[src/rtl/nand_ecc_pkg.sv]
package nand_ecc_pkg;
  typedef enum logic [1:0] {
    MODE_OFF  = 2'b00,
    MODE_ACC  = 2'b01,
    MODE_READ = 2'b10,
    MODE_CLR  = 2'b11
  } ecc_mode_e;

  localparam int CHUNK_BYTES = 256;
  localparam int OFFS_W      = 8;
  localparam int PAR_W       = 24;
endpackage

[src/rtl/ecc_mode_ctrl.sv]
module ecc_mode_ctrl
  import nand_ecc_pkg::*;
(
  input  logic      clk,
  input  logic      rst_n,
  input  logic      wr,
  input  logic [1:0] wval,
  output ecc_mode_e mode,
  output logic      clr_now,
  output logic      rd_restart
);
  ecc_mode_e mode_d, mode_q;

  always_comb begin
    mode_d = mode_q;
    if (wr) mode_d = ecc_mode_e'(wval);
  end

  always_ff @(posedge clk or negedge rst_n) begin
    if (!rst_n) mode_q <= MODE_OFF;
    else        mode_q <= mode_d;
  end

  assign mode       = mode_q;
  assign clr_now    = wr && (ecc_mode_e'(wval) == MODE_CLR);
  assign rd_restart = wr && (ecc_mode_e'(wval) == MODE_READ);
endmodule

[src/rtl/ecc_chunk_acc.sv]
module ecc_chunk_acc
  import nand_ecc_pkg::*;
(
  input  logic              clk,
  input  logic              rst_n,
  input  logic              clr,
  input  logic              en,
  input  logic [OFFS_W-1:0] offs,
  input  logic [7:0]        data,
  output logic [PAR_W-1:0]  par
);
  // Compact state: xor of all data, xor of byte parities per set offset bit, total parity
  logic [7:0]        colx_d, colx_q;
  logic [OFFS_W-1:0] lodd_d, lodd_q;
  logic              tot_d, tot_q;
  logic              bpar;

  assign bpar = ^data;

  always_comb begin
    colx_d = colx_q;
    lodd_d = lodd_q;
    tot_d  = tot_q;
    if (clr) begin
      colx_d = '0;
      lodd_d = '0;
      tot_d  = 1'b0;
    end else if (en) begin
      colx_d = colx_q ^ data;
      tot_d  = tot_q ^ bpar;
      lodd_d = lodd_q ^ (bpar ? offs : '0);
    end
  end

  always_ff @(posedge clk or negedge rst_n) begin
    if (!rst_n) begin
      colx_q <= '0;
      lodd_q <= '0;
      tot_q  <= 1'b0;
    end else begin
      colx_q <= colx_d;
      lodd_q <= lodd_d;
      tot_q  <= tot_d;
    end
  end

  logic [5:0]          cp;
  logic [2*OFFS_W-1:0] lp;

  assign cp[0] = ^(colx_q & 8'h55);
  assign cp[1] = ^(colx_q & 8'hAA);
  assign cp[2] = ^(colx_q & 8'h33);
  assign cp[3] = ^(colx_q & 8'hCC);
  assign cp[4] = ^(colx_q & 8'h0F);
  assign cp[5] = ^(colx_q & 8'hF0);

  for (genvar k = 0; k < OFFS_W; k++) begin : g_line
    assign lp[2*k+1] = lodd_q[k];
    assign lp[2*k]   = tot_q ^ lodd_q[k];
  end

  // {high, middle, low}, inverted so an erased chunk reads all ones
  assign par = ~{cp, 2'b00, lp};
endmodule

[src/rtl/ecc_readout.sv]
module ecc_readout
  import nand_ecc_pkg::*;
#(
  parameter int CHUNKS = 2,
  localparam int SEL_W = (CHUNKS > 1) ? $clog2(CHUNKS) : 1
) (
  input  logic                    clk,
  input  logic                    rst_n,
  input  logic                    restart,
  input  logic                    step,
  input  logic [CHUNKS*PAR_W-1:0] par_all,
  output logic [7:0]              byte_o,
  output logic [1:0]              pos_o,
  output logic [SEL_W-1:0]        chk_o
);
  logic [1:0]       pos_d, pos_q;
  logic [SEL_W-1:0] chk_d, chk_q;
  logic [PAR_W-1:0] sel;

  always_comb begin
    pos_d = pos_q;
    chk_d = chk_q;
    if (restart) begin
      pos_d = '0;
      chk_d = '0;
    end else if (step) begin
      if (pos_q == 2'd2) begin
        pos_d = '0;
        chk_d = (chk_q == SEL_W'(CHUNKS - 1)) ? '0 : chk_q + 1'b1;
      end else begin
        pos_d = pos_q + 1'b1;
      end
    end
  end

  always_ff @(posedge clk or negedge rst_n) begin
    if (!rst_n) begin
      pos_q <= '0;
      chk_q <= '0;
    end else begin
      pos_q <= pos_d;
      chk_q <= chk_d;
    end
  end

  assign sel = par_all[chk_q*PAR_W +: PAR_W];

  // Order within a triple: middle, low, high
  always_comb begin
    case (pos_q)
      2'd0:    byte_o = sel[15:8];
      2'd1:    byte_o = sel[7:0];
      default: byte_o = sel[23:16];
    endcase
  end

  assign pos_o = pos_q;
  assign chk_o = chk_q;
endmodule

[src/rtl/nand_ecc_accum.sv]
module nand_ecc_accum
  import nand_ecc_pkg::*;
#(
  parameter int CHUNKS = 2,
  localparam int PAGE_BYTES = CHUNKS * CHUNK_BYTES,
  localparam int CNT_W      = $clog2(PAGE_BYTES + 1),
  localparam int SEL_W      = (CHUNKS > 1) ? $clog2(CHUNKS) : 1,
  localparam int HI_W       = CNT_W - OFFS_W
) (
  input  logic       clk,
  input  logic       rst_n,
  input  logic       mode_wr,
  input  logic [1:0] mode_in,
  input  logic       dat_wr,
  input  logic       dat_rd,
  input  logic [7:0] dat_in,
  output logic [1:0] mode_out,
  output logic [7:0] ecc_byte,
  output logic       flash_rd_strobe
);
  ecc_mode_e mode;
  logic      clr_now, rd_restart;

  ecc_mode_ctrl u_mode (
    .clk(clk), .rst_n(rst_n), .wr(mode_wr), .wval(mode_in),
    .mode(mode), .clr_now(clr_now), .rd_restart(rd_restart)
  );

  logic [CNT_W-1:0] cnt_d, cnt_q;
  logic             room, fire;

  assign room = (cnt_q < CNT_W'(PAGE_BYTES));
  assign fire = (mode == MODE_ACC) && (dat_wr || dat_rd) && room;

  always_comb begin
    cnt_d = cnt_q;
    if (clr_now)   cnt_d = '0;
    else if (fire) cnt_d = cnt_q + 1'b1;
  end

  always_ff @(posedge clk or negedge rst_n) begin
    if (!rst_n) cnt_q <= '0;
    else        cnt_q <= cnt_d;
  end

  logic [CHUNKS*PAR_W-1:0] par_all;

  for (genvar i = 0; i < CHUNKS; i++) begin : g_chunk
    logic en_i;
    assign en_i = fire && (cnt_q[CNT_W-1:OFFS_W] == HI_W'(i));
    ecc_chunk_acc u_acc (
      .clk(clk), .rst_n(rst_n), .clr(clr_now), .en(en_i),
      .offs(cnt_q[OFFS_W-1:0]), .data(dat_in),
      .par(par_all[i*PAR_W +: PAR_W])
    );
  end

  logic             rd_step;
  logic [1:0]       rd_pos;
  logic [SEL_W-1:0] rd_chk;

  assign rd_step = (mode == MODE_READ) && dat_rd;

  ecc_readout #(.CHUNKS(CHUNKS)) u_rdout (
    .clk(clk), .rst_n(rst_n), .restart(rd_restart || clr_now),
    .step(rd_step), .par_all(par_all),
    .byte_o(ecc_byte), .pos_o(rd_pos), .chk_o(rd_chk)
  );

  assign mode_out        = mode;
  assign flash_rd_strobe = dat_rd && (mode != MODE_READ);
endmodule

[config.mk]
export PLATFORM = sky130hd
export DESIGN_NAME = nand_ecc_accum
export DESIGN_NICKNAME = d
export VERILOG_FILES = /design/src/rtl/nand_ecc_pkg.sv /design/src/rtl/ecc_mode_ctrl.sv /design/src/rtl/ecc_chunk_acc.sv /design/src/rtl/ecc_readout.sv /design/src/rtl/nand_ecc_accum.sv
export SDC_FILE = /design/constraint.sdc
export NUM_CORES = 1
export LEC_CHECK = 0
export BUFFER_PORTS_ARGS = -buffer_cell sky130_fd_sc_hd__buf_2
export CAP_MARGIN = 10
export CORE_MARGIN = 2
export CORE_UTILIZATION = 40
export CTS_CLUSTER_DIAMETER = 50
export DETAILED_ROUTE_END_ITERATION = 7
export SETUP_SLACK_MARGIN = 0.1
export SLEW_MARGIN = 15
export SYNTH_ARGS = -nofsm -noshare
export SYNTH_HDL_FRONTEND = slang
export SYNTH_SLANG_ARGS = --single-unit
[constraint.sdc]
create_clock -name clk -period 1.94 [get_ports clk]
set_input_delay 0.097 -clock clk [delete_from_list [all_inputs] [get_ports clk]]
set_output_delay 0.097 -clock clk [all_outputs]
set_load 0.02 [all_outputs]
==> flow_summary.yaml <==
worst_setup_path:
  worstSetupPathType: "reg -> out"
  worstSetupStartpointType: "register"
  worstPathArrival_ns: 1.81
  r2r_cells: 6
  r2r-end: "g_chunk[1].u_acc.lodd_q[1]"
  reg2reg_slack_ns: 0.24
  required_ns: 1.84
  path_max_fanout: 3
  critPathCaptureType: "output pin"
  r2r-start: "cnt_q[9]"
yosys:
  synth_area_mm2: 0.00299
  synth.ff_latch_count: 49
  synth_cells: 335
  synth_edf_count: 0
  synth_cell_types: 35
  seq_area_frac_synth_pct: 41.0
  synth.avg_cell_area_um2: 8.92
  async_reset_ff_share_pct: 100
  yosysWarnings: 0
  synthFlopType: "dfrtp_1"
  synth_nets: 351
grt:
  grt_usage_pct: 16.9
  antenna_found_initial: 0
  grt-ovfl-total: 0
  grt_pass1_vias: 2210
  grt_pass1_wl_um: 11100
  grt_max_degree: 32
hold_path:
  holdCritPathClass: "in -> reg"
  hold_path_end: "u_rdout.chk_o"
  holdPathStages: 2
  min_from: "mode_in[1]"
floorplan:
  dieArea_mm2: 0.00818
  die_y_um: 90.4
  fp.coreArea_mm2: 0.00725
  fp.dieW_um: 90.4
  start_util_pct: 41.2
  io_pins: 26
  rows: 31
cells_and_area:
  layout.nets: 386
  fill_cells: 712
  multi_input_area_mm2: 0.00176
  antenna_cells: 0
  layout-drive-gt1-share_pct: 22.1
  fin_area_mm2: 0.00357
  area_growth_pct: 19.4
  final-seq-area_mm2: 0.00124
timing:
  final-setup-viol-count: 0
  clock.fmax_mhz: 525
  slew-limit-headroom_pct: 55.2
  grt_setup_unrepaired: "true"
  finalCritPeriodShare_pct: 98.1
  skew_ns: 0.0166
  setup_ws_ns: 0.0367
  finalHoldViolCount: 0
  tightestPinTransition_ns: 0.673
  fin_crit_ns: 1.90
  drv_slew: 0
drt:
  avgRoutedWirePerCell_um: 14.5
  wirelength_um: 6840
  route.detailed.drc: 0
  vias: 2407
  drtIter0Drc: 115
  firstDrtPassIters: 4
  via_per_inst: 5.12
  ant_nets: 0
clock_tree:
  cts_max_path_buffers: 2
  cts_buffers: 5
  clock_latency_ns: 0.31
  clk_pin_slew_worst_paths_ns: 0.09
  htreeDepth: 2
  cts_tree: "built"
  cts.sinks: 49
  cts-root-buf: "clkbuf_8"
run:
  max_cap_violations: 0
placement:
  dpl.hpwl_um: 5010
  gp_congestion: 0.838
  postPlaceCellArea_mm2: 0.00326
  portBuffers: 25
  dp_slack_ns: 0.245
status:
  outcome: "complete, no violations"
pwr:
  p_per_area_mw_per_mm2: 945
  leakage_nw: 1.47
  vdd_drop_max_mv: 0.503
==> cells by family after synthesis <==
family / Yosys count / synth area share (%)
AO/OA/AOI/OAI: 65 / 11.8
buffers and inverters: 25 / 3.26
adder cells (fa/ha/maj): 1 / 0.419
AND/OR/NAND/NOR: 109 / 17.4
XOR/XNOR: 67 / 19.6
multiplexers: 19 / 6.40
flip-flops: 49 / 41.0
==> cells in the mapped netlist (all sizes together), types with 4 or more instances <==
cell type  instances  area [um2]
a21oi             27         135
buf                4        17.5
clkbuf            16        61.3
dfrtp             49        1230
inv                5        18.8
mux2i             18         180
nand2             44         165
nand3              5        25.0
nor2              29         109
o21ai             29         145
or3               17         106
xnor2             32         280
xor2              35         307
==> flip-flops by register name (all words and copies together) (netlist names) <==
signal	count
cnt_q	10
g_chunk.u_acc.colx_q	16
g_chunk.u_acc.lodd_q	16
g_chunk.u_acc.tot_q	2
u_rdout.chk_o	1
u_rdout.pos_o	2
u_mode.mode	2
==> through the flow <==
stage	std cells	TNS, ns	total power [mW]	utilization [%]	hold slack, ns
2_1_floorplan	335	0	2.17	-	-0.199
3_3_place_gp	452	0	2.48	44.9	0.0781
3_5_place_dp	452	0	2.50	44.9	0.0761
4_1_cts	461	0	3.27	47.0	0.0123
5_1_grt	470	-0.168	3.58	49.2	0.0270
6_report	470	0	3.37	49.2	0.0142
==> layout make-up <==
type	instances	share of cell area, %
clock buffers	5	1.93
clock inverters	3	1.23
inverters	5	0.526
multi-input cells	261	49.4
flip-flops and latches	49	34.6
well taps	99	3.47
repair buffers	48	8.87
==> timing repair <==
item / CTS / global route
hold endpoints to repair: 18 / 0
buffers inserted: 0 / 9
endpoints found under the setup margin: 7 / 20
hold buffers: 1 / 0
resized for setup: 6 / 26
pin swaps: 0 / 5
==> worst max-delay path, cell delays in order, from the launching register on <==
cell and delay (ns):
dfrtp_1 0.46, xor2_1 0.24, xnor2_1 0.15, mux2i_1 0.10, a222oi_1 0.32, inv_1 0.08, buf_2 0.17
==> power by group <==
part           switching, mW  internal (mW)
combinational          0.659          0.597
clock                  0.355          0.387
sequential             0.225           1.15
==> layout by cell type (no fill, tap or decap), drive strengths merged, types with 2 or more instances in the layout <==
cell	netlist	final
a21oi	27	27
a222oi	2	2
a31o	2	2
and3	3	3
buf	4	46
clkbuf	16	6
dfrtp	49	49
inv	5	6
mux2i	18	18
nand2	44	44
nand3	5	5
nand4	2	2
nor2	29	29
nor3	3	3
nor4	2	2
o21ai	29	29
or3	17	17
xnor2	32	32
xor2	35	35
==> how the worst max path moves through the flow <==
stage,from,end,slack (ns),cells after the start
CTS,g_chunk[0].u_acc.colx_q[4],ecc_byte[7],0.01,6
floorplan,u_mode.mode[1],g_chunk[1].u_acc.tot_q,0.10,5
detailed placement,cnt_q[9],g_chunk[1].u_acc.lodd_q[1],0.25,6
finish,g_chunk[0].u_acc.colx_q[5],ecc_byte[7],0.04,6
global placement,cnt_q[9],g_chunk[1].u_acc.lodd_q[5],0.27,6
global route,g_chunk[0].u_acc.colx_q[5],ecc_byte[7],-0.11,6
==> per-layer routing <==
metal	vias to the layer above	global-route usage (%)	wire length, um
met2	46	25.5	3170
met5	-	0	0
li1	1193	-	-
met4	0	5.51	82
met1	1164	24.6	3360
met3	4	2.92	222
No activity file was read; power rests on OpenSTA's default activity.
